$ cat src/rtl/dmaPackPkg.sv
package dmaPackPkg;

  typedef enum logic [1:0] {
    ST_IDLE   = 2'd0,
    ST_STREAM = 2'd1,
    ST_FLUSH  = 2'd2,
    ST_HALT   = 2'd3
  } packStateT;

  // Strobes from control to datapath
  typedef struct packed {
    logic load;     // capture start address and preload
    logic take;     // write incoming word into current lane
    logic advance;  // block accepted by memory, bump pointer
  } packStrobeT;

endpackage

$ cat src/rtl/packData.sv
module packData
  import dmaPackPkg::*;
#(
  parameter int ADDR_W = 32,
  parameter int WORD_W = 16,
  parameter int LANES  = 4
) (
  input  logic                    clk,
  input  logic                    rstN,
  input  packStrobeT              strobe,
  input  logic [ADDR_W-1:0]       cfgAddr,
  input  logic [WORD_W*LANES-1:0] cfgPreload,
  input  logic [WORD_W-1:0]       inData,
  output logic [WORD_W*LANES-1:0] holdFlat,
  output logic [ADDR_W-1:0]       ptrReg,
  output logic [$clog2(LANES)-1:0] laneIdx,
  output logic                    laneLast
);
  localparam int BLOCK_W     = WORD_W * LANES;
  localparam int BLOCK_BYTES = BLOCK_W / 8;
  localparam int LANE_W      = $clog2(LANES);
  localparam int OFF_W       = $clog2(BLOCK_BYTES);
  localparam int WORD_OFF    = $clog2(WORD_W / 8);

  logic [WORD_W-1:0] laneReg [LANES];

  // One register per lane; the lane selector steers the incoming word
  for (genvar g = 0; g < LANES; g++) begin : gLane
    always_ff @(posedge clk) begin
      if (!rstN) begin
        laneReg[g] <= '0;
      end else if (strobe.load) begin
        laneReg[g] <= cfgPreload[g*WORD_W +: WORD_W];
      end else if (strobe.take && laneIdx == LANE_W'(g)) begin
        laneReg[g] <= inData;
      end
    end
    assign holdFlat[g*WORD_W +: WORD_W] = laneReg[g];
  end

  always_ff @(posedge clk) begin
    if (!rstN) begin
      ptrReg  <= '0;
      laneIdx <= '0;
    end else if (strobe.load) begin
      ptrReg  <= {cfgAddr[ADDR_W-1:OFF_W], {OFF_W{1'b0}}};
      laneIdx <= cfgAddr[OFF_W-1 -: LANE_W];
    end else begin
      if (strobe.take)    laneIdx <= laneIdx + LANE_W'(1);
      if (strobe.advance) ptrReg  <= ptrReg + ADDR_W'(BLOCK_BYTES);
    end
  end

  assign laneLast = (laneIdx == LANE_W'(LANES - 1));

  // start address must be word aligned
  assert_start_word_aligned_R2: assert property (@(posedge clk) disable iff (!rstN)
    strobe.load |-> cfgAddr[WORD_OFF-1:0] == '0);

  // each accepted block moves the pointer by exactly one block
  assert_ptr_step_R5: assert property (@(posedge clk) disable iff (!rstN)
    strobe.advance |=> ptrReg == $past(ptrReg) + ADDR_W'(BLOCK_BYTES));

endmodule

$ cat src/rtl/packCtrl.sv
module packCtrl
  import dmaPackPkg::*;
(
  input  logic       clk,
  input  logic       rstN,
  input  logic       cfgLoad,
  input  logic       inValid,
  input  logic       stopIn,
  input  logic       memAck,
  input  logic       laneLast,
  output packStrobeT strobe,
  output logic       inReady,
  output logic       memReq,
  output logic       doneOut
);
  packStateT state, stateNext;
  logic      stopPend, stopPendNext;

  always_comb begin
    strobe.load    = cfgLoad && (state == ST_IDLE || state == ST_HALT);
    strobe.take    = (state == ST_STREAM) && inValid && !stopIn;
    strobe.advance = (state == ST_FLUSH) && memAck;
  end

  assign inReady = (state == ST_STREAM) && !stopIn;
  assign memReq  = (state == ST_FLUSH);
  assign doneOut = (state == ST_HALT);

  always_comb begin
    stateNext    = state;
    stopPendNext = stopPend;
    unique case (state)
      ST_IDLE, ST_HALT: begin
        if (strobe.load) begin
          stateNext    = ST_STREAM;
          stopPendNext = 1'b0;
        end
      end
      ST_STREAM: begin
        if (stopIn)                       stateNext = ST_HALT;
        else if (strobe.take && laneLast) stateNext = ST_FLUSH;
      end
      ST_FLUSH: begin
        if (stopIn) stopPendNext = 1'b1;
        if (memAck) begin
          stateNext    = (stopPend || stopIn) ? ST_HALT : ST_STREAM;
          stopPendNext = 1'b0;
        end
      end
      default: stateNext = ST_IDLE;
    endcase
  end

  always_ff @(posedge clk) begin
    if (!rstN) begin
      state    <= ST_IDLE;
      stopPend <= 1'b0;
    end else begin
      state    <= stateNext;
      stopPend <= stopPendNext;
    end
  end

  // no word is taken while a block write is pending
  assert_no_take_in_flush_R4: assert property (@(posedge clk) disable iff (!rstN)
    !(memReq && inReady));

  // request persists until acknowledged
  assert_req_holds_R5: assert property (@(posedge clk) disable iff (!rstN)
    memReq && !memAck |=> memReq);

  // stop while streaming halts on the next cycle
  assert_stop_halts_R6: assert property (@(posedge clk) disable iff (!rstN)
    (state == ST_STREAM) && stopIn |=> doneOut);

endmodule

$ cat src/rtl/dmaPacker.sv
module dmaPacker
  import dmaPackPkg::*;
#(
  parameter int ADDR_W = 32,
  parameter int WORD_W = 16,
  parameter int LANES  = 4
) (
  input  logic                     clk,
  input  logic                     rstN,
  input  logic                     cfgLoad,
  input  logic [ADDR_W-1:0]        cfgAddr,
  input  logic [WORD_W*LANES-1:0]  cfgPreload,
  input  logic                     inValid,
  input  logic [WORD_W-1:0]        inData,
  output logic                     inReady,
  input  logic                     stopIn,
  output logic                     memReq,
  output logic [ADDR_W-1:0]        memAddr,
  output logic [WORD_W*LANES-1:0]  memData,
  input  logic                     memAck,
  output logic                     doneOut,
  output logic [$clog2(LANES)-1:0] residueCount
);
  packStrobeT strobe;
  logic       laneLast;

  packCtrl uCtrl (
    .clk      (clk),
    .rstN     (rstN),
    .cfgLoad  (cfgLoad),
    .inValid  (inValid),
    .stopIn   (stopIn),
    .memAck   (memAck),
    .laneLast (laneLast),
    .strobe   (strobe),
    .inReady  (inReady),
    .memReq   (memReq),
    .doneOut  (doneOut)
  );

  packData #(
    .ADDR_W (ADDR_W),
    .WORD_W (WORD_W),
    .LANES  (LANES)
  ) uData (
    .clk        (clk),
    .rstN       (rstN),
    .strobe     (strobe),
    .cfgAddr    (cfgAddr),
    .cfgPreload (cfgPreload),
    .inData     (inData),
    .holdFlat   (memData),
    .ptrReg     (memAddr),
    .laneIdx    (residueCount),
    .laneLast   (laneLast)
  );

  // pending write content does not move before the acknowledge
  assert_req_stable_R5: assert property (@(posedge clk) disable iff (!rstN)
    memReq && !memAck |=> $stable(memAddr) && $stable(memData));

  // residue state is frozen while done and not reloaded
  assert_residue_frozen_R8: assert property (@(posedge clk) disable iff (!rstN)
    doneOut && !cfgLoad |=> doneOut && $stable(memAddr) && $stable(memData)
                            && $stable(residueCount));

endmodule

$ cat config.mk
export PLATFORM = sky130hd
export DESIGN_NAME = dmaPacker
export DESIGN_NICKNAME = d
export VERILOG_FILES = /design/src/rtl/dmaPackPkg.sv /design/src/rtl/packData.sv /design/src/rtl/packCtrl.sv /design/src/rtl/dmaPacker.sv
export SDC_FILE = /design/constraint.sdc
export NUM_CORES = 1
export LEC_CHECK = 0
export ABC_AREA = 0
export ABC_CLOCK_PERIOD_IN_PS = 3900
export CAP_MARGIN = 0
export CORE_ASPECT_RATIO = 0.5
export CORE_MARGIN = 4
export CORE_UTILIZATION = 44
export DETAILED_ROUTE_END_ITERATION = 8
export GPL_TIMING_DRIVEN = 1
export PLACE_DENSITY = 0.9
export SYNTH_ARGS = -nofsm -noshare
export SYNTH_HDL_FRONTEND = slang
export SYNTH_SLANG_ARGS = --single-unit
$ cat constraint.sdc
create_clock -name clk -period 3.9 [get_ports clk]
set_clock_uncertainty 0.05 [all_clocks]
set_input_delay 0.585 -clock clk [delete_from_list [all_inputs] [get_ports clk]]
set_output_delay 0.585 -clock clk [all_outputs]
set_load 0.02 [all_outputs]
After elaboration in Yosys (flattened, before gate mapping)
Memory sizes are Yosys's and may differ from the RTL's.
Cells that the tools add are included.
- bits in registers: 37
- latch bits: 0
- RAM bits: 64
- bits in read-only memories: 0
- input port bits: 118
- output and inout port bits: 101
- word-level logic and storage cells: 90
- memories: 1
- add/sub/neg operators: 2
- multipliers: 0
- div/mod/pow operators: 0
- $lt $le $gt $ge: 0
- equal/unequal tests: 10
- shift operators: 0
- mux-type cells: 42
- bitwise logic cells: 9
- reductions and logical operators: 21
- memories (memory ; depth ; width ; rd ports ; clocked after memory_dff ; write ports ; RTL line ; RTL):
    uData.laneReg ; 4 ; 16 ; 4 ; 0 ; 4 ; packData.sv:25 ; logic [WORD_W-1:0] laneReg [LANES];
- operators by type and width (operator ; number):
    $mux 16 ; 8
    $mux 32 ; 2
    $add 32x4->32 const B ; 1
    $mux 1 ; 23
    $mux 2 ; 7
    $logic_and 1x1->1 ; 9
    $eq 2x2->1 const B ; 4
    $or 1x1->1 ; 8
    $pmux 2 s3 ; 1
    $reduce_and 3->1 ; 2
    $reduce_bool 2->1 ; 3
    $eq 2x1->1 const B ; 2
    $logic_not 2->1 ; 2
    $reduce_or 2->1 ; 2
    $ne 3x2->1 const B ; 1
    $ne 3x3->1 const B ; 1
    $add 2x1->2 const B ; 1
    $logic_or 1x1->1 ; 2
    $ne 2x1->1 const B ; 1
    $ne 2x2->1 const B ; 1
    $pmux 1 s2 ; 1
    $logic_not 1->1 ; 1
    $not 1->1 ; 1

Longest topological paths before layout
Gate-level depths: netlist of the first run.
- word-level depth: 9
- gate-level depth with buffers: 10

By module
From an unflattened synthesis of the first run, not the netlist that was laid out.
- cell total of the unflattened synthesis: 415
- area, all modules: 4774.6 µm²
- by module, submodules not included (module ; instances ; cells an instance ; area each (µm²) ; sequential area each (µm²)):
    packData ; 1 ; 385 ; 4491.8 ; 2542.4
    packCtrl ; 1 ; 30 ; 282.8 ; 60.1

Worst setup path before layout of the first run
Ideal clock, no wire load.
- kind: input -> register
- start point: input port stopIn
- end point: memory uData.laneReg[0][10], data pin
- setup time: 131 ps
- arrival: 2142 ps
- required time: 3719 ps
- slack: 1578 ps
- stages: 8
- cell sequence: nor2b_1 -> and2_1 -> buf_2 -> nor2b_1 -> and2_1 -> clkbuf_1 -> buf_2 -> a22o_1
- RTL lines (what ; RTL line ; RTL):
    start: declaration ; dmaPacker.sv:16 ; input logic stopIn,
    end: declaration ; packData.sv:25 ;

Worst setup path in the final report of the first run
- start point: input port stopIn
- end point: output port inReady
- longest elaborated chain between the ends: 2
- RTL lines (what ; RTL line ; RTL):
    $logic_not 1->1 ; packCtrl.sv:25 ; assign inReady = (state == ST_STREAM) && !stopIn;
    $logic_and 1x1->1 ; packCtrl.sv:25 ;
    end: declaration ; dmaPacker.sv:15 ; output logic inReady,
Every way passes these cells.

==> summary.md, run 1 <==
| Metric | Value |
|---|---|
| Status | `finished, final reports clean` |
| Switching Fraction | `0.343` |
| Sequential fraction of the synthesis area | `0.571` |
| Setup WS post-layout | `1.28 ns` |
| Fin crit period | `2.62 ns` |
| Root buffer cell | `clkbuf_16` |
| Initial DRC Count | `190` |
| Fin. max-slew vios | `0` |
| Via density per instance | `5.37` |
| Comb power frac | `0.384` |
| Ys async rst share | `0` |
| Hpwl dp | `10,300 um` |
| Worst Hold Path Cells | `2` |
| Residual DRC | `0` |
| Number of global-route vias before repair | `4,069` |
| EDFF count, synth | `64` |
| Worst hold endpoint | `uCtrl.stopPend` |
| CP endpoint kind | `primary output` |
| Crit path arrival time | `1.98 ns` |
| Final hold violation count | `0` |
| Setup TNS | `0 ns` |
| Internal power | `2.68 mW` |
| CTS Hold Bufs | `0` |
| Worst VDD drop | `0.307 mV` |
| Worst hold path type | `reg -> reg` |
| Worst r2r src | `uCtrl.state[1]` |
| Final period utilization | `0.671` |
| Synthesized flop and latch total | `98` |
| Req. time, crit path | `3.26 ns` |
| R2r endpoint | `uData.ptrReg[30]` |
| Fraction of power consumed by sequential logic | `0.391` |
| Grt total ovfl | `0` |
| Least-Margin Pin Slew | `0.788 ns` |
| Mux cell area share after synthesis | `0.00219` |
| Max-cap viol count | `0` |
| Die width | `152 um` |
| Area leader, netlist | `edfxtp_1` |
| Chip height | `80.0 um` |
| Largest net degree at the start of global routing | `69` |
| Port Buffers | `214` |
| CTS resizes | `0` |
| Layout cells sized above 1 | `0.0450` |
| RSZ-0062 raised after global routing | `no` |
| First-pass GRT wire length | `21,500 um` |
| Final Core Density | `0.728` |
| Row Count | `25` |
| Synth Area in XOR/XNOR | `0.0519` |
| Number of distinct library cells after synthesis | `40` |
| Ys Warns | `0` |
| Clk Latency, worst-skew pair | `0.33 ns` |
| Vias after detailed routing | `3,949` |
| Switching Power | `1.40 mW` |
| Part of the power in the clock network | `0.225` |
| Routed wire length | `13,900 um` |
| # IOs | `219` |
| R2R setup slack | `1.41 ns` |
| Main combinational cell family by area after synthesis | `compound AO/OA/AOI/OAI gates` |
| Register area | `2600 um^2` |
| Area share of and/or/nand/nor cells after synthesis | `0.110` |
| CTS Buf Count | `9` |
| # fillers | `726` |
| PD cells | `575 nW/um^2` |
| Worst Setup Start Kind | `input pin` |
| Total GRT Usage | `0.224` |
| Worst slew margin | `0.475` |
| Number of clock sinks | `98` |
| Adder-Cell Fraction of Synth Area | `0.0219` |
| Post-synthesis compound-gate area fraction | `0.203` |
| Place WS | `0.924 ns` |
| Placer's final routability congestion estimate | `0.855` |
| Nets | `721` |
| Initial core utilization | `0.467` |
| First drt pass iteration count | `5` |
| Cells after synthesis | `394` |
| Drt wl/cell | `18.9 um` |
| Die ar. | `12,200 um^2` |
| Antenna Nets Post-Route | `0` |
| Initial antenna violation count | `0` |
| R2R cell count | `6` |
| Synth Flop Type | `edfxtp_1` |
| Commonest cells post-synth | `64 x a22o_1, 64 x edfxtp_1, 34 x dfxtp_1, 22 x o21ai_0, 22 x xnor2_1` |
| Clock tree from TritonCTS | `built` |
| Leakage | `2.57 nW` |
| Fmax achieved | `382 MHz` |
| Final setup fails | `0` |
| Crit Path Category | `in -> out` |
| Core area | `9760 um^2` |
| Synthesis-to-layout area growth | `55.7%` |
| Crit-path max FO | `4` |
| Avg Inst Size Synth | `11.6 um^2` |
| Antenna cells | `0` |
| Area of the multi-input gates | `1790 um^2` |
| Area share of the largest cell type after synthesis | `0.421` |
| Worst hold start | `uCtrl.stopPend` |
| Worst-path clk slew | `0.07 ns` |
| Ranking of synthesized cells by area | `edfxtp_1 42%, dfxtp_1 15%, a22o_1 12%, xnor2_1 4.2%, o21ai_0 2.4%` |
| Hold Slack | `0.476 ns` |
| Post CTS Setup Buffer Count | `0` |
| H-tree depth | `3` |
| Clock buffer depth | `2` |
| Synth Cell Area | `4560 um^2` |
==> cell type report <==
type | count | area share
clock buffer | 9 | 0.0317
clock inverter | 7 | 0.0118
inverter | 12 | 0.00634
multi-input combinational | 256 | 0.252
sequential | 98 | 0.366
tap | 135 | 0.0238
timing repair buffer | 218 | 0.308
==> per-layer routing <==
layer	GRT usage	part of all wire	wire length (um)
met5	0	0	0
met4	0.0556	0.015	206
met1	0.263	0.40	5540
met3	0.0547	0.048	666
met2	0.418	0.54	7440
==> worst max-delay path, cell delays in order <==
cell and delay, ns:
clkdlybuf4s50_1 0.47, nor2b_1 0.26, clkdlybuf4s50_1 0.67
==> cells by family after synthesis <==
kind of cell | after synthesis
AO/OA/AOI/OAI | 127
flip-flops | 98
AND/OR/NAND/NOR | 90
buffers and inverters | 42
XOR/XNOR | 27
adder cells (fa/ha/maj) | 8
other | 1
multiplexers | 1
==> cells in the final DEF, fill, tap and decap left out, types with 2 or more instances in the layout <==
cell type and count:
a211oi_1 10, a21o_1 4, a21oi_1 21, a22o_1 64, a311oi_1 2, and2_1 6, and3_1 4, and4_1 3
buf_4 3, clkbuf_16 9, clkdlybuf4s50_1 214, clkinv_4 2, conb_1 3, dfxtp_1 34, edfxtp_1 64, ha_1 8
inv_1 12, inv_6 2, nand2_1 17, nand3_1 9, nand4_1 7, nor2_1 20, nor2b_1 2, nor3_1 9
nor4_4 2, o21ai_0 22, o21ai_1 2, or4_1 2, xnor2_1 22, xor2_1 5
==> metrics by stage <==
step / total power, mW / cell area, um^2 / instances
after floorplan: 2.40 / 4570 / 396
after global placement: 3.15 / 6790 / 719
after detailed placement: 3.19 / 6790 / 719
after CTS: 4.11 / 7100 / 735
after global routing: 4.28 / 7100 / 735
final: 4.08 / 7100 / 735
==> state kept, by name, summed over array words and instances, names as in the netlist <==
signal and cells:
uData.ptrReg 29, uData.laneReg 64, uCtrl.stopPend 1, uData.laneIdx 2
uCtrl.state 2
==> how the worst max path moves through the flow <==
| stage | slack [ns] | from | endpoint |
|---|---|---|---|
| after floorplan | 1.58 | stopIn | uData.laneReg[0][10] |
| after global placement | 0.99 | memAck | uData.ptrReg[30] |
| after detailed placement | 0.92 | memAck | uData.ptrReg[28] |
| after CTS | 1.28 | memAck | uData.ptrReg[28] |
| after global routing | 1.15 | stopIn | uData.laneReg[1][2] |
| final | 1.28 | stopIn | inReady |
==> power groups by stage <==
stage          Clock [mW]  Combinational, mW  Sequential (mW)
6_report            0.920               1.57             1.60
2_1_floorplan           0              0.469             1.93
3_3_place_gp            0               1.55             1.60
5_1_grt             0.986               1.67             1.63
4_1_cts             0.932               1.58             1.60
3_5_place_dp            0               1.57             1.62
Note: power is estimated with default switching activity, not from simulation.
==> inputs of run 2 (changes only) <==
--- a/config.mk
+++ b/config.mk
@@ -6,14 +6,14 @@
 export NUM_CORES = 1
 export LEC_CHECK = 0
 export ABC_AREA = 0
-export ABC_CLOCK_PERIOD_IN_PS = 3900
+export ABC_CLOCK_PERIOD_IN_PS = 2200
 export CAP_MARGIN = 0
 export CORE_ASPECT_RATIO = 0.5
 export CORE_MARGIN = 4
-export CORE_UTILIZATION = 44
+export CORE_UTILIZATION = 37
 export DETAILED_ROUTE_END_ITERATION = 8
 export GPL_TIMING_DRIVEN = 1
-export PLACE_DENSITY = 0.9
+export PLACE_DENSITY = 0.81
 export SYNTH_ARGS = -nofsm -noshare
 export SYNTH_HDL_FRONTEND = slang
 export SYNTH_SLANG_ARGS = --single-unit
==> constraint.sdc (replaced) <==
create_clock -name clk -period 2.2 [get_ports clk]
set_clock_uncertainty 0.05 [all_clocks]
set_input_delay 0.33 -clock clk [delete_from_list [all_inputs] [get_ports clk]]
set_output_delay 0.33 -clock clk [all_outputs]
set_load 0.02 [all_outputs]
==> summary.md, run 2 (same netlist as run 1, synthesis figures left out) <==
| Metric | Value |
|---|---|
| Status | `finished, final reports clean (unchanged)` |
| Placed cells | `771 (was 719)` |
| Clock buffer depth | `2 (unchanged)` |
| Leakage | `2.70 nW (was 2.57 nW)` |
| Part of the power in the clock network | `0.209 (was 0.225)` |
| Commonest non-fill, non-tap cells in the layout | `213 x clkdlybuf4s50_1, 64 x a22o_1, 64 x edfxtp_1 (was 214 x clkdlybuf4s50_1, 64 x a22o_1, 64 x edfxtp_1)` |
| # IOs | `219 (unchanged)` |
| Placer's final routability congestion estimate | `0.819 (was 0.855)` |
| Worst VDD drop | `0.469 mV (was 0.307 mV)` |
| Clock tree from TritonCTS | `built (unchanged)` |
| Worst Setup Start Kind | `flop (was input pin)` |
| R2R cell count | `7 (was 6)` |
| Root buffer cell | `clkbuf_16 (unchanged)` |
| RSZ-0062 raised after global routing | `no (unchanged)` |
| H-tree depth | `3 (unchanged)` |
| Max-cap viol count | `0 (unchanged)` |
| Clk Latency, worst-skew pair | `0.33 ns (about the same)` |
| Reg with most FFs | `uData.laneReg (unchanged)` |
| Worst Hold Path Cells | `2 (unchanged)` |
| Final setup fails | `0 (unchanged)` |
| Drt wl/cell | `18.4 um (was 18.9 um)` |
| Switching Fraction | `0.337 (was 0.343)` |
| First-pass GRT wire length | `22,000 um (was 21,500 um)` |
| Place WS | `-0.160 ns (was 0.924 ns)` |
| Setup TNS | `0 ns (unchanged)` |
| Number of clock sinks | `98 (unchanged)` |
| Fmax achieved | `482 MHz` |
| Antenna cells | `0 (unchanged)` |
| Most common cell after layout, fill and taps aside | `clkdlybuf4s50_1 (unchanged)` |
| Biggest regs | `uData.laneReg x64, uData.ptrReg x29 (unchanged)` |
| PD cells | `992 nW/um^2 (was 575 nW/um^2)` |
| Internal power | `4.85 mW (was 2.68 mW)` |
| CTS Buf Count | `9 (unchanged)` |
| Crit-path max FO | `9 (was 4)` |
| Die ar. | `14,300 um^2 (was 12,200 um^2)` |
| Layout cells sized above 1 | `0.0823 (was 0.0450)` |
| Post-route insts no fill | `785 (was 735)` |
| Fraction of power consumed by sequential logic | `0.387 (was 0.391)` |
| Setup WS post-layout | `0.125 ns (was 1.28 ns)` |
| Total GRT Usage | `0.197 (was 0.224)` |
| Fin crit period | `2.08 ns` |
| Nets | `743 (was 721)` |
| Final period utilization | `0.943` |
| Residual DRC | `0 (unchanged)` |
| Worst hold start | `uCtrl.state[1] (was uCtrl.stopPend)` |
| Antenna Nets Post-Route | `0 (unchanged)` |
| Switching Power | `2.47 mW (was 1.40 mW)` |
| Worst hold endpoint | `uCtrl.state[1] (was uCtrl.stopPend)` |
| CTS Hold Bufs | `0 (unchanged)` |
| Row Count | `28 (was 25)` |
| Grt total ovfl | `0 (unchanged)` |
| Initial antenna violation count | `0 (unchanged)` |
| Largest net degree at the start of global routing | `46 (was 69)` |
| Die width | `165 um (was 152 um)` |
| Port Buffers | `214 (unchanged)` |
| Max FFs per register | `64 (unchanged)` |
| Fin. max-slew vios | `0 (unchanged)` |
| Worst-path clk slew | `0.06 ns (was 0.07 ns)` |
| Initial DRC Count | `275 (was 190)` |
| Worst r2r src | `uCtrl.state[1] (unchanged)` |
| Core area | `11,900 um^2 (was 9760 um^2)` |
| Req. time, crit path | `2.37 ns (was 3.26 ns)` |
| Comb power frac | `0.405 (was 0.384)` |
| Number of global-route vias before repair | `4,208 (was 4,069)` |
| CP endpoint kind | `flop (was primary output)` |
| Hpwl dp | `11,100 um (was 10,300 um)` |
| R2r endpoint | `uData.ptrReg[28] (was uData.ptrReg[30])` |
| Final hold violation count | `0 (unchanged)` |
| Vias after detailed routing | `4,066 (was 3,949)` |
| R2R setup slack | `0.12 ns (was 1.41 ns)` |
| Crit Path Category | `reg -> reg (was in -> out)` |
| Worst hold path type | `reg -> reg (unchanged)` |
| Via density per instance | `5.18 (was 5.37)` |
| First drt pass iteration count | `5 (unchanged)` |
| Synthesis-to-layout area growth | `61.7% (was 55.7%)` |
| Initial core utilization | `0.382 (was 0.467)` |
| Chip height | `86.5 um (was 80.0 um)` |
| Crit path arrival time | `2.24 ns (was 1.98 ns)` |
| Hold Slack | `0.463 ns (was 0.476 ns)` |
| Routed wire length | `14,500 um (was 13,900 um)` |
[run 2: cell types whose count changed in the layout (fill, tap and decap cells not counted), moves of 2 or more]
cell and change:
buf_12 +7, buf_4 +15, clkinv_2 +2, clkinv_4 -2
[run 2: final cells by class]
| class | instances | area, um^2 |
|---|---|---|
| fill | 942 | 4570 |
| clock inverter | 5 | 56.3 |
| inverter | 12 | 45.0 |
| multi-input combinational | 256 | 1800 |
| sequential | 98 | 2600 |
| clock buffer | 9 | 225 |
| timing repair buffer | 240 | 2440 |
| tap | 165 | 206 |
[run 2: power by group through the flow]
| stage | Combinational (mW) | Clock [mW] | Sequential, mW |
|---|---|---|---|
| floorplan | 0.838 | 0 | 3.42 |
| global placement | 2.93 | 0 | 2.84 |
| detailed placement | 2.98 | 0 | 2.87 |
| CTS | 2.99 | 1.55 | 2.83 |
| global route | 3.15 | 1.64 | 2.89 |
| finish | 2.96 | 1.53 | 2.83 |
[run 2: what timing repair did]
item                                    in CTS  in global routing
endpoints found under the setup margin       1                  4
gates resized for setup                      1                  2
gates cloned                                 0                  0
setup buffers                                0                  0
[run 2: how the worst max path moves through the flow]
stage              startpoint                   to  slack [ns]  depth (start not counted)
5_1_grt        uCtrl.state[0]     uData.ptrReg[30]        0.02                          8
2_1_floorplan  uCtrl.state[1]  uData.laneReg[2][5]        0.03                         10
3_3_place_gp           memAck     uData.ptrReg[28]       -0.14                          7
4_1_cts        uCtrl.state[1]     uData.ptrReg[28]        0.07                          7
6_report       uCtrl.state[1]     uData.ptrReg[28]        0.12                          7
3_5_place_dp           memAck     uData.ptrReg[28]       -0.16                          7
[run 2: worst max-delay path: stages (launching register included)]
cell and delay [ns]:
dfxtp_2 0.36, ha_2 0.20, nand4_2 0.11, or4_1 0.51
buf_4 0.20, nor4_4 0.31, xnor2_1 0.15, o21ai_1 0.07
[run 2: through the flow]
| step | cell area (um^2) | utilization | power, mW |
|---|---|---|---|
| after floorplan | 4570 | - | 4.26 |
| after global placement | 7090 | 0.593 | 5.77 |
| after detailed placement | 7090 | 0.593 | 5.84 |
| after CTS | 7370 | 0.617 | 7.37 |
| after global routing | 7380 | 0.617 | 7.68 |
| final | 7380 | 0.617 | 7.32 |
[run 2: layer usage]
layer | vias to the layer above | GRT usage | wire [um]
met5 | - | 0 | 0
met4 | 0 | 0.0558 | 291
met3 | 23 | 0.0342 | 631
met2 | 118 | 0.357 | 7540
met1 | 1992 | 0.242 | 6000
li1 | 1933 | - | -
==> inputs of run 3 (changes only) <==
--- a/config.mk
+++ b/config.mk
@@ -10,10 +10,11 @@
 export CAP_MARGIN = 0
 export CORE_ASPECT_RATIO = 0.5
 export CORE_MARGIN = 4
-export CORE_UTILIZATION = 37
+export CORE_UTILIZATION = 38
 export DETAILED_ROUTE_END_ITERATION = 8
 export GPL_TIMING_DRIVEN = 1
 export PLACE_DENSITY = 0.81
 export SYNTH_ARGS = -nofsm -noshare
 export SYNTH_HDL_FRONTEND = slang
+export SYNTH_HIERARCHICAL = 1
 export SYNTH_SLANG_ARGS = --single-unit
==> summary.md, run 3 <==
| Metric | Value |
|---|---|
| CP max stage delay | `0.53 ns (was 0.51 ns)` |
| Area leader, netlist | `edfxtp_1 (unchanged)` |
| CP Cell Sequence | `ha_4, and2_4, nand4_4, or4_4, or4_1, a31oi_1 (was ha_2, nand4_2, or4_1, buf_4, nor4_4, xnor2_1, o21ai_1)` |
| Worst hold endpoint | `uCtrl/stopPend (was uCtrl.state[1])` |
| Area share of the largest cell type after synthesis | `0.403 (was 0.421)` |
| Synthesis-to-layout area growth | `61.1% (was 61.7%)` |
| Crit. path cell count | `6 (was 7)` |
| Placer's final routability congestion estimate | `0.853 (was 0.819)` |
| Commonest non-fill, non-tap cells in the layout | `213 x clkdlybuf4s50_1, 64 x a22o_1, 64 x edfxtp_1 (unchanged)` |
| Fin. max-slew vios | `0 (unchanged)` |
| WP buf/inv | `0 (was 1)` |
| Synthesized flop and latch total | `98 (unchanged)` |
| Synth Flop Type | `edfxtp_1 (unchanged)` |
| Setup TNS | `0 ns (unchanged)` |
| Number of distinct library cells after synthesis | `55 (was 40)` |
| Final hold violation count | `0 (unchanged)` |
| Clock buffer depth | `2 (unchanged)` |
| Crit-path max FO | `6 (was 9)` |
| H-tree depth | `3 (unchanged)` |
| Fmax achieved | `473 MHz (was 482 MHz)` |
| Clk Latency, worst-skew pair | `0.34 ns (was 0.33 ns)` |
| Internal power | `4.62 mW (was 4.85 mW)` |
| Status | `finished, final reports clean (unchanged)` |
| Placed cells | `809 (was 771)` |
| Worst VDD drop | `0.409 mV (was 0.469 mV)` |
| # IOs | `219 (unchanged)` |
| Comb power frac | `0.405 (about the same)` |
| Vias after detailed routing | `4,521 (was 4,066)` |
| First drt pass iteration count | `6 (was 5)` |
| Number of global-route vias before repair | `4,554 (was 4,208)` |
| Root buffer cell | `clkbuf_16 (unchanged)` |
| Layout cells sized above 1 | `0.127 (was 0.0823)` |
| Largest net degree at the start of global routing | `35 (was 46)` |
| Design Area, Final | `7690 um^2 (was 7380 um^2)` |
| Nets | `782 (was 743)` |
| Leakage | `2.81 nW (was 2.70 nW)` |
| First-pass GRT wire length | `24,800 um (was 22,000 um)` |
| Clock tree from TritonCTS | `built (unchanged)` |
| # fillers | `962 (was 942)` |
| Part of the power in the clock network | `0.212 (was 0.209)` |
| Hpwl dp | `12,400 um (was 11,100 um)` |
| Worst hold path type | `reg -> reg (unchanged)` |
| R2R cell count | `6 (was 7)` |
| Core area | `12,100 um^2 (was 11,900 um^2)` |
| Req. time, crit path | `2.42 ns (was 2.37 ns)` |
| Avg Inst Size Synth | `11.5 um^2 (was 11.6 um^2)` |
| EDFF count, synth | `64 (unchanged)` |
| Die width | `167 um (was 165 um)` |
| Crit Path Category | `reg -> reg (unchanged)` |
| Die ar. | `14,500 um^2 (was 14,300 um^2)` |
| Worst r2r src | `uCtrl/state[1] (was uCtrl.state[1])` |
| Grt total ovfl | `0 (unchanged)` |
| Port Buffers | `214 (unchanged)` |
| Commonest cells post-synth | `64 x a22o_1, 64 x edfxtp_1, 34 x dfxtp_1, 19 x clkbuf_1, 19 x nor2_1 (was 64 x a22o_1, 64 x edfxtp_1, 34 x dfxtp_1, 22 x o21ai_0, 22 x xnor2_1)` |
| CTS Buf Count | `9 (unchanged)` |
| Setup WS post-layout | `0.0863 ns (was 0.125 ns)` |
| R2r endpoint | `uData/ptrReg[27] (was uData.ptrReg[28])` |
| Chip height | `87.3 um (was 86.5 um)` |
| Fraction of power consumed by sequential logic | `0.383 (was 0.387)` |
| Worst-path clk slew | `0.07 ns (was 0.06 ns)` |
| Row Count | `28 (unchanged)` |
| RSZ-0062 raised after global routing | `no (unchanged)` |
| Crit path arrival time | `2.33 ns (was 2.24 ns)` |
| Delay-heaviest family, CP | `simple AND/OR/NAND/NOR gates (unchanged)` |
| Max-cap viol count | `0 (unchanged)` |
| Switching Fraction | `0.340 (was 0.337)` |
| Max FFs per register | `64 (unchanged)` |
| Most common cell after layout, fill and taps aside | `clkdlybuf4s50_1 (unchanged)` |
| Worst Hold Path Cells | `1 (was 2)` |
| Final setup fails | `0 (unchanged)` |
| Via density per instance | `5.49 (was 5.18)` |
| Total GRT Usage | `0.215 (was 0.197)` |
| Placed cell area | `7410 um^2 (was 7090 um^2)` |
| Place WS | `-0.230 ns (was -0.160 ns)` |
| Switching Power | `2.37 mW (was 2.47 mW)` |
| Post-route insts no fill | `824 (was 785)` |
| Number of clock sinks | `98 (unchanged)` |
| Synth Cell Area | `4770 um^2 (was 4560 um^2)` |
| Biggest regs | `uData/laneReg x64, uData/ptrReg x29 (was uData.laneReg x64, uData.ptrReg x29)` |
| Initial DRC Count | `395 (was 275)` |
| Post CTS Setup Buffer Count | `0 (unchanged)` |
| Cells after synthesis | `415 (was 394)` |
| Drt wl/cell | `19.5 um (was 18.4 um)` |
| Sequential fraction of the synthesis area | `0.545 (was 0.571)` |
| Antenna Nets Post-Route | `0 (unchanged)` |
| R2R setup slack | `0.09 ns (was 0.12 ns)` |
| Final period utilization | `0.961 (was 0.943)` |
| PD cells | `909 nW/um^2 (was 992 nW/um^2)` |
| CP endpoint kind | `flop (unchanged)` |
| Crit-path slowest cell | `or4_4 (was or4_1)` |
| Initial core utilization | `0.396 (was 0.382)` |
| Residual DRC | `0 (unchanged)` |
| Ys async rst share | `0 (unchanged)` |
| Antenna cells | `0 (unchanged)` |
| Ys Warns | `6 (was 0)` |
| Fin crit period | `2.11 ns (was 2.08 ns)` |
| Routed wire length | `16,100 um (was 14,500 um)` |
| Initial antenna violation count | `0 (unchanged)` |
| Hold Slack | `0.432 ns (was 0.463 ns)` |
| Reg with most FFs | `uData/laneReg (was uData.laneReg)` |
| Worst hold start | `uCtrl/stopPend (was uCtrl.state[1])` |
| Ranking of synthesized cells by area | `edfxtp_1 40%, dfxtp_1 14%, a22o_1 12%, xnor2_1 2.6%, ha_1 2.4% (was edfxtp_1 42%, dfxtp_1 15%, a22o_1 12%, xnor2_1 4.2%, o21ai_0 2.4%)` |
| Worst Setup Start Kind | `flop (unchanged)` |
-- run 3: cell count changes in the layout (fill, tap and decap cells not counted), moves of 5 or more --
cell and delta:
xor2_1 -5, a211oi_1 -9, and3_1 +7, xnor2_1 -8, buf_4 +20, o211ai_1 +5, a31oi_1 +5, mux2i_1 +5
or4_1 +6
-- run 3: worst max-delay path by stage --
stage,from,end,slack (ns)
global placement,memAck,uData/ptrReg[27],-0.20
finish,uCtrl/state[1],uData/ptrReg[27],0.09
detailed placement,memAck,uData/ptrReg[27],-0.23
global route,uCtrl/state[1],uData/ptrReg[27],0.02
CTS,uCtrl/state[1],uData/ptrReg[27],0.03
floorplan,uCtrl/state[0],uData/ptrReg[27],-0.11
-- run 3: power by group through the flow --
| stage | sequential [mW] | clock [mW] | combinational (mW) |
|---|---|---|---|
| floorplan | 3.22 | 0 | 0.879 |
| global placement | 2.70 | 0 | 2.78 |
| detailed placement | 2.72 | 0 | 2.83 |
| CTS | 2.68 | 1.50 | 2.84 |
| global route | 2.73 | 1.60 | 3.00 |
| finish | 2.68 | 1.48 | 2.83 |
-- run 3: cells by family after synthesis --
group / share of synthesized area
AO/OA/AOI/OAI: 0.214
XOR/XNOR: 0.0257
adder cells (fa/ha/maj): 0.0236
buffers and inverters: 0.0417
flip-flops: 0.545
multiplexers: 0.0126
other: 0.000785
AND/OR/NAND/NOR: 0.137
-- run 3: layer usage --
metal	vias up	GRT usage	wire length (um)
met3	26	0.0376	907
li1	2106	-	-
met1	2193	0.266	6720
met5	-	0	0
met2	196	0.392	8190
met4	0	0.0668	273
-- run 3: cell type report --
class,count,area [um^2],share of cell area
inverters,11,41.3,0.00537
flip-flops and latches,98,2600,0.338
multi-input cells,278,2040,0.265
well taps,165,206,0.0268
repair buffers,257,2530,0.328
clock inverters,6,50.0,0.00651
clock buffers,9,225,0.0293
-- run 3: repair_timing --
item,in CTS,in global routing
gates resized for setup,1,2
hold buffers,0,0
hold endpoints to repair,0,0
setup endpoints to repair,1,3
-- run 3: worst register-to-register path: stages, from the launching register on --
cell	delay, ns
dfxtp_1	0.39
ha_4	0.18
and2_4	0.17
nand4_4	0.11
or4_4	0.53
or4_1	0.49
a31oi_1	0.14
-- run 3: metrics by stage --
stage          total power, mW   util
2_1_floorplan             4.10      -
3_3_place_gp              5.47  0.615
3_5_place_dp              5.55  0.615
5_1_grt                   7.33  0.638
6_report                  6.99  0.638
4_1_cts                   7.02  0.638
